<file path="config.mk">
export PLATFORM = sky130hd
export DESIGN_NAME = disp_fmt_resolver
export DESIGN_NICKNAME = d
export VERILOG_FILES = /design/src/rtl/disp_fmt_pkg.sv /design/src/rtl/fmt_div3.sv /design/src/rtl/fmt_decode.sv /design/src/rtl/disp_fmt_resolver.sv
export SDC_FILE = /design/constraint.sdc
export NUM_CORES = 1
export LEC_CHECK = 0
export BUFFER_PORTS_ARGS = -buffer_cell sky130_fd_sc_hd__buf_2
export CAP_MARGIN = 10
export CORE_ASPECT_RATIO = 1.25
export CORE_UTILIZATION = 30
export CTS_BUF_LIST = sky130_fd_sc_hd__clkbuf_8
export DETAILED_ROUTE_END_ITERATION = 6
export GPL_ROUTABILITY_DRIVEN = 0
export MAX_ROUTING_LAYER = met4
export PLACE_DENSITY = 0.51
export SYNTH_ARGS = -nofsm -noshare
export SYNTH_HDL_FRONTEND = slang
export SYNTH_SLANG_ARGS = --single-unit
</file>
<file path="constraint.sdc">
create_clock -name clk -period 9.69 [get_ports clk]
set_input_delay 1.938 -clock clk [delete_from_list [all_inputs] [get_ports clk]]
set_output_delay 1.938 -clock clk [all_outputs]
set_load 0.02 [all_outputs]
</file>
<file path="src/rtl/disp_fmt_pkg.sv">
package disp_fmt_pkg;
    localparam int FIELD_W  = 10;
    localparam int MODE_W   = 2;
    localparam int BORDER_W = 24;
    localparam int WORDS_W  = FIELD_W + 1;
    localparam int RES_W    = FIELD_W + 2;
    localparam int STRIDE_W = FIELD_W + 4;

    localparam int WPL_LSB  = 0;
    localparam int LPF_LSB  = FIELD_W;
    localparam int MOD_LSB  = 2 * FIELD_W;

    localparam int EN_BIT     = 0;
    localparam int MODE_LSB   = 2;
    localparam int VOUT_BIT   = 3;
    localparam int ILACE_BIT  = 4;
    localparam int BLANK_BIT  = 3;

    typedef struct packed {
        logic [RES_W-1:0]    hres;
        logic [RES_W-1:0]    vres;
        logic [MODE_W-1:0]   fmt;
        logic [STRIDE_W-1:0] stride;
        logic                en;
        logic                blank;
        logic [BORDER_W-1:0] border;
        logic                chg;
    } fmt_state_t;
endpackage

</file>
<file path="src/rtl/fmt_div3.sv">
module fmt_div3 #(
    parameter int W = 13
) (
    input  logic [W-1:0] num,
    output logic [W-1:0] quo
);
    localparam int SHIFT = 2 * W;
    localparam longint unsigned MAGIC = ((64'd1 << SHIFT) + 64'd2) / 64'd3;
    localparam int PROD_W = 3 * W + 1;

    logic [PROD_W-1:0] prod;

    always_comb begin
        prod = PROD_W'(num) * PROD_W'(MAGIC);
        quo  = W'(prod >> SHIFT);
    end
endmodule

</file>
<file path="src/rtl/fmt_decode.sv">
module fmt_decode
    import disp_fmt_pkg::*;
(
    input  logic [31:0]         size_word,
    input  logic [31:0]         mode_word,
    input  logic [31:0]         cfg_word,
    input  logic [31:0]         cfg2_word,
    output logic [RES_W-1:0]    hres,
    output logic [RES_W-1:0]    vres,
    output logic [MODE_W-1:0]   mode,
    output logic [STRIDE_W-1:0] stride,
    output logic                en,
    output logic                blank_req
);
    localparam int QW = RES_W + 1;

    logic [FIELD_W-1:0] wpl_f, lpf_f, mod_f;
    logic [WORDS_W-1:0] words;
    logic [RES_W-1:0]   lines;
    logic [QW-1:0]      quad, third;

    fmt_div3 #(.W(QW)) u_div3 (.num(quad), .quo(third));

    always_comb begin
        wpl_f     = size_word[WPL_LSB +: FIELD_W];
        lpf_f     = size_word[LPF_LSB +: FIELD_W];
        mod_f     = size_word[MOD_LSB +: FIELD_W];
        mode      = mode_word[MODE_LSB +: MODE_W];
        en        = mode_word[EN_BIT] & cfg_word[VOUT_BIT];
        blank_req = cfg2_word[BLANK_BIT];

        words = WORDS_W'(wpl_f) + WORDS_W'(1);
        quad  = QW'(words) << 2;
        lines = RES_W'(lpf_f) + RES_W'(1);
        vres  = cfg_word[ILACE_BIT] ? (lines << 1) : lines;

        // (words + mod - 1) * 4 == (wpl_f + mod_f) * 4
        stride = (STRIDE_W'(wpl_f) + STRIDE_W'(mod_f)) << 2;

        case (mode)
            2'd0, 2'd1: hres = RES_W'(words) << 1;
            2'd2:       hres = RES_W'(third);
            default:    hres = RES_W'(words);
        endcase
    end
endmodule

</file>
<file path="src/rtl/disp_fmt_resolver.sv">
module disp_fmt_resolver
    import disp_fmt_pkg::*;
(
    input  logic                clk,
    input  logic                rst_n,
    input  logic                frame_tick,
    input  logic [31:0]         size_word,
    input  logic [31:0]         mode_word,
    input  logic [31:0]         cfg_word,
    input  logic [31:0]         cfg2_word,
    input  logic [BORDER_W-1:0] border_word,
    output logic [RES_W-1:0]    hres,
    output logic [RES_W-1:0]    vres,
    output logic [MODE_W-1:0]   fmt,
    output logic [STRIDE_W-1:0] stride,
    output logic                enabled,
    output logic                blank,
    output logic [BORDER_W-1:0] border,
    output logic                fmt_changed
);
    fmt_state_t st_d, st_q;

    logic [RES_W-1:0]    dec_hres, dec_vres;
    logic [MODE_W-1:0]   dec_mode;
    logic [STRIDE_W-1:0] dec_stride;
    logic                dec_en, dec_blank;

    fmt_decode u_dec (
        .size_word (size_word),
        .mode_word (mode_word),
        .cfg_word  (cfg_word),
        .cfg2_word (cfg2_word),
        .hres      (dec_hres),
        .vres      (dec_vres),
        .mode      (dec_mode),
        .stride    (dec_stride),
        .en        (dec_en),
        .blank_req (dec_blank)
    );

    always_comb begin
        st_d     = st_q;
        st_d.chg = 1'b0;
        if (frame_tick) begin
            if (dec_en) begin
                st_d.chg    = (dec_hres != st_q.hres) || (dec_vres != st_q.vres)
                           || (dec_mode != st_q.fmt);
                st_d.hres   = dec_hres;
                st_d.vres   = dec_vres;
                st_d.fmt    = dec_mode;
                st_d.stride = dec_stride;
                st_d.en     = 1'b1;
                st_d.blank  = dec_blank;
                st_d.border = dec_blank ? border_word : '0;
            end else begin
                st_d.hres   = '0;
                st_d.vres   = '0;
                st_d.en     = 1'b0;
                st_d.blank  = 1'b0;
                st_d.border = '0;
            end
        end
    end

    always_ff @(posedge clk) begin
        if (!rst_n) st_q <= '0;
        else        st_q <= st_d;
    end

    assign hres        = st_q.hres;
    assign vres        = st_q.vres;
    assign fmt         = st_q.fmt;
    assign stride      = st_q.stride;
    assign enabled     = st_q.en;
    assign blank       = st_q.blank;
    assign border      = st_q.border;
    assign fmt_changed = st_q.chg;
endmodule

</file>
### Word level (Yosys, flattened, before mapping)

Index checks and enable logic that the tools add are counted.

| word-level totals | value |
|---|---|
| register bits after elaboration | 65 |
| input port bits | 155 |
| output and inout port bits | 67 |

| operators by class | value |
|---|---|
| add/subtract/negate cells | 3 |
| multipliers | 1 |
| eq/ne operators | 5 |
| muxes and demuxes | 5 |
| bitwise logic cells | 1 |
| reduce and logical (&&, ||, !) cells | 6 |

Operators by type and width:

| operator | number |
|---|---|
| 24-bit 2-to-1 mux | 2 |
| 11-bit by 24-bit multiplier with 35-bit output, second input constant | 1 |
| 26-bit 2-to-1 mux | 1 |
| 12-bit inequality test | 2 |
| 12-bit one-hot mux with 2 select lines | 1 |
| 10-bit by 1-bit adder with 11-bit output, second input constant | 2 |
| 12-bit 2-to-1 mux | 1 |
| 10-bit by 10-bit adder with 11-bit output | 1 |
| 3-bit AND reduction | 1 |
| 2-bit by 1-bit equality test with 1-bit output, second input constant | 1 |
| 2-bit equality test, second input constant | 1 |
| 2-bit zero test | 1 |
| 1-bit logical OR | 2 |
| 2-bit inequality test | 1 |
| 2-bit AND reduction | 1 |
| 2-bit OR reduction | 1 |
| 1-bit AND | 1 |

### Longest topological paths before layout

| depth | value |
|---|---|
| word-level depth | 6 |
| gate-level depth with buffers | 27 |
| depth with buffers taken out | 26 |

### By module

From an unflattened synthesis, not the netlist that was laid out.

| unflattened totals | value |
|---|---|
| cell total of the unflattened synthesis | 783 |
| area total of the unflattened synthesis | 7004.2 µm² |

By module, submodules not included:

| module | instances | cells each | area each (µm²) |
|---|---|---|---|
| fmt_div3 | 1 | 369 | 3318.2 |
| disp_fmt_resolver | 1 | 222 | 2433.6 |
| fmt_decode | 1 | 192 | 1252.5 |

### Worst setup path after synthesis

Ideal clock, no wire load.

| path | value |
|---|---|
| kind | input-to-reg |
| start point | input port size_word[0] |
| end point | register st_q, in the netlist fmt_changed |
| arrival | 7643 ps |
| required time | 9562 ps |
| setup slack | 1919 ps |
| stages on the path | 26 |
| path buffers | 1 |
| cells stage by stage | ha_1 nand3_2 nor3_1 ha_1 nand2_1 inv_1 nor2_1 ha_1 nand2b_1 fa_1 inv_1 fa_1 inv_1 fa_1 ha_1 clkbuf_2 a21oi_1 nand2_1 a2111oi_0 a21oi_1 xnor2_1 a311o_1 nor4_2 nand4_1 nor4_2 a31oi_1 |

| on the way | value |
|---|---|
| word-level cells in the longest chain between the ends | 6 |

Ends and longest elaborated chain:

| item | line | RTL |
|---|---|---|
| start: declaration | disp_fmt_resolver.sv:7 | `input logic [31:0] size_word,` |
| 10-bit by 1-bit adder with 11-bit output * | fmt_decode.sv:32 | `words = WORDS_W'(wpl_f) + WORDS_W'(1);` |
| 11-bit by 24-bit multiplier with 35-bit output | fmt_div3.sv:14 | `prod = PROD_W'(num) * PROD_W'(MAGIC);` |
| 12-bit one-hot mux with 2 select lines * | fmt_decode.sv:40 | `case (mode)` |
| 12-bit inequality test * | disp_fmt_resolver.sv:46 | `st_d.chg = (dec_hres != st_q.hres) \|\| (dec_vres != st_q.vres)` |
| 1-bit logical OR * | disp_fmt_resolver.sv:46 |  |
| 1-bit logical OR * | disp_fmt_resolver.sv:47 | `\|\| (dec_mode != st_q.fmt);` |
| end signal: assignment | disp_fmt_resolver.sv:67 | `else st_q <= st_d;` |
| end: declaration | disp_fmt_resolver.sv:21 | `fmt_state_t st_d, st_q;` |

Mark *: on every way between the ends. The rest lies on a longest branch, timed or not.
A chain may end at the register's enable or synchronous reset.

### Worst setup path in the final report

Ends and elaborated chain as after synthesis.

==> impl_metrics.py <==
metrics = {
    "setup_path": {
        "cpPeakStageDelay_ns": 0.69,
        "path_cells": "buf_2, ha_1, xnor2_1, inv_1, ha_1, ha_1, inv_1, fa_1, inv_1, fa_1, inv_1, fa_1, inv_1, ha_1, a21oi_1, o22ai_1, a2111oi_0, a21oi_1, xnor2_1, a311o_1, nor4_2, nand4_1, nor4_2, a31oi_1",
        "crit_slowest_cell": "xnor2_1",
        "required_ns": 9.90,
        "crit_top_cell": "inv_1",
        "cp.arrival_ns": 8.83,
        "worst-path-max-fanout": 8,
        "end_kind": "flip-flop",
        "startpoint_type": "primary input",
        "critPathKind": "primary input to flip-flop",
    },
    "yosys": {
        "yosysUniqueCellTypes": 93,
        "synth_common_cells": "91 x inv_1, 87 x ha_1, 75 x nand2_1",
        "synth_top_area_share_pct": 18.2,
        "synth_cells": 829,
        "synth_largest_area_cell": "dfxtp_1",
        "yosysMostFrequentCell": "inv_1",
        "seq_area_frac_synth_pct": 18.2,
        "syn-mean-instance-area_um2": 8.47,
        "synth_ff_type": "dfxtp_1",
        "synth_area_leaders": "dfxtp_1 18%, ha_1 15%, fa_1 11%",
        "synth_enable_flop_cells": 0,
        "yosys_warnings": 0,
        "synthArstFlopShare_pct": 0,
        "synth_seq_cells": 64,
        "netlist_area_mm2": 0.00703,
    },
    "clock_network": {
        "hold_buffers": 0,
        "cts_tree": "built",
        "clk_path_buf_depth": 2,
        "insertion_delay_ns": 0.36,
        "post_cts_buffers": 0,
        "cts_root_buf": "clkbuf_8",
        "cts_max_level": 3,
        "path_clk_slew_ns": 0.07,
        "clock-sinks": 64,
        "cts_resized": 0,
        "numCtsBuffers": 9,
    },
    "timing": {
        "setup_ws_ns": 1.07,
        "slew_headroom_pct": 41.7,
        "setup_tns_ns": 0,
        "finalHoldViolCount": 0,
        "layout_min_cycle_time_ns": 8.62,
        "max_freq_mhz": 116,
        "skew_ns": 0.00866,
        "tightest_slew_ns": 0.868,
        "rsz0062_at_grt": "no",
        "slew_violations": 0,
        "fin_crit_sh_pct": 89.0,
        "setup_viol": 0,
    },
    "global_route": {
        "grt_pass1_wl_um": 32100,
        "grtUsageTotal_pct": 17.5,
        "grt_pass1_vias": 6054,
        "grt-ovfl-total": 0,
        "grt_max_degree": 42,
        "grt_antenna_before_repair": 0,
    },
    "pwr": {
        "power.share.clock_pct": 14.1,
        "powerDensity_mw_per_mm2": 236,
        "internal-power_uw": 946,
        "power_frac_seq_pct": 14.6,
        "switching_share_pct": 50.4,
        "ir_worst_vdd_mv": 0.135,
        "p_comb_share_pct": 71.3,
        "switching_power_uw": 959,
        "p_leak_nw": 3.88,
    },
    "drt": {
        "drtPass1Iterations": 5,
        "viasPerCell": 5.12,
        "drc": 0,
        "vias": 6277,
        "wire_per_inst_um": 16.6,
        "drtIter0Drc": 264,
        "drtAntennaViolNets": 0,
        "drt-total-wl_um": 20300,
    },
    "floorplanning": {
        "core_mm2": 0.0230,
        "dieWidth_um": 139,
        "die_area_mm2": 0.0240,
        "num_rows": 62,
        "die_h_um": 173,
        "start_util_pct": 30.6,
        "ios": 222,
    },
    "placement": {
        "dpl.hpwl_um": 16400,
        "io_buffers": 126,
        "pre_cts_ws_ns": 0.705,
    },
    "layout": {
        "drive_gt1_share_pct": 19.9,
        "n_fill_cell": 2436,
        "n_antenna_cell": 0,
        "areaGrowthSynthToFinish_pct": 15.0,
        "nets": 1213,
    },
    "outcome": {
        "status": "finished clean",
    },
    "worst_hold_path": {
        "hold_path.class": "flip-flop to flip-flop",
    },
    "job": {
        "drv_cap": 0,
    },
}
-- sequential cells by signal (all words and copies together) (netlist names) --
signal       count
border          24
hres            12
vres            12
stride          11
fmt              2
blank            1
enabled          1
fmt_changed      1
-- kinds of logic (layout without fill, tap and decap cells) --
kind of cell	after synthesis	in the layout	share of synthesized area, %
xor gates and xnor gates	42	42	5.66
buffers and inverters	135	241	8.16
and+or+nand+nor	234	234	17.7
muxes	12	12	1.83
AOI/OAI and AO/OA	215	215	21.8
other	1	3	0.0534
DFF	64	64	18.2
adders and majority gates	126	126	26.6
-- final cells by class --
type,count,area (um^2),area share (%)
multi-input cells,632,5190,64.2
flip-flops and latches,64,1280,15.9
repair buffers,133,683,8.46
well taps,288,360,4.46
inverters,92,345,4.28
clock buffers,10,138,1.70
clock inverters,6,83.8,1.04
-- per-layer routing --
layer	global-route usage [%]	share of wire [%]
met4	5.51	2.0
met5	-	0
met3	1.69	3.1
met2	32.1	52
met1	19.9	43
-- power groups by stage --
stage	clock network, mW	registers [mW]	logic, mW
floorplan	0	0.293	0.995
global placement	0	0.284	1.35
detailed placement	0	0.285	1.35
CTS	0.277	0.278	1.36
global route	0.288	0.280	1.51
finish	0.269	0.278	1.36
-- per-stage QoR --
step	total power [mW]	instances	cell area, um^2	hold WS, ns	utilization [%]
after global placement	1.63	1209	7860	0.429	34.2
after global routing	2.08	1225	8080	0.475	35.2
after floorplan	1.29	831	7030	0.521	-
after detailed placement	1.64	1209	7860	0.436	34.2
final	1.91	1225	8080	0.448	35.2
after CTS	1.91	1225	8080	0.454	35.2
-- worst paths after layout --
kind,startpoint,endpoint,slack (ns),cells past startpoint
worst min-delay path,enabled$_SDFFE_PN0P_,enabled$_SDFFE_PN0P_,0.45,2
worst max register to register,vres[7]$_SDFFE_PN0P_,fmt_changed$_SDFF_PN0_,6.98,9
worst min register to register,enabled$_SDFFE_PN0P_,enabled$_SDFFE_PN0P_,0.45,2
worst max-delay path,size_word[0],fmt_changed$_SDFF_PN0_,1.07,24
-- worst max-delay path, delay by kind of cell --
family	cells	cell delay (ns)
compound gates	6	1.56
xor+xnor	2	0.96
fa+ha+maj	7	2.96
buf+inv	6	0.62
simple gates	3	0.77
-- cells in the final DEF, fill, tap and decap left out, drive strengths merged, types with 9 or more instances in the layout --
cell type	Yosys	layout
clkbuf	26	10
nor3	15	15
nand2	76	76
nor4	10	10
nor2b	9	9
ha	87	87
fa	39	39
a21oi	34	34
nand3	18	18
xnor2	21	21
a22o	29	29
o21ai	49	49
nand4	13	13
inv	92	93
buf	16	133
and3	11	11
xor2	20	20
nand2b	9	9
o22ai	10	10
nor2	35	35
and2	10	10
dfxtp	64	64
Note: power is estimated with default switching activity, not from simulation.
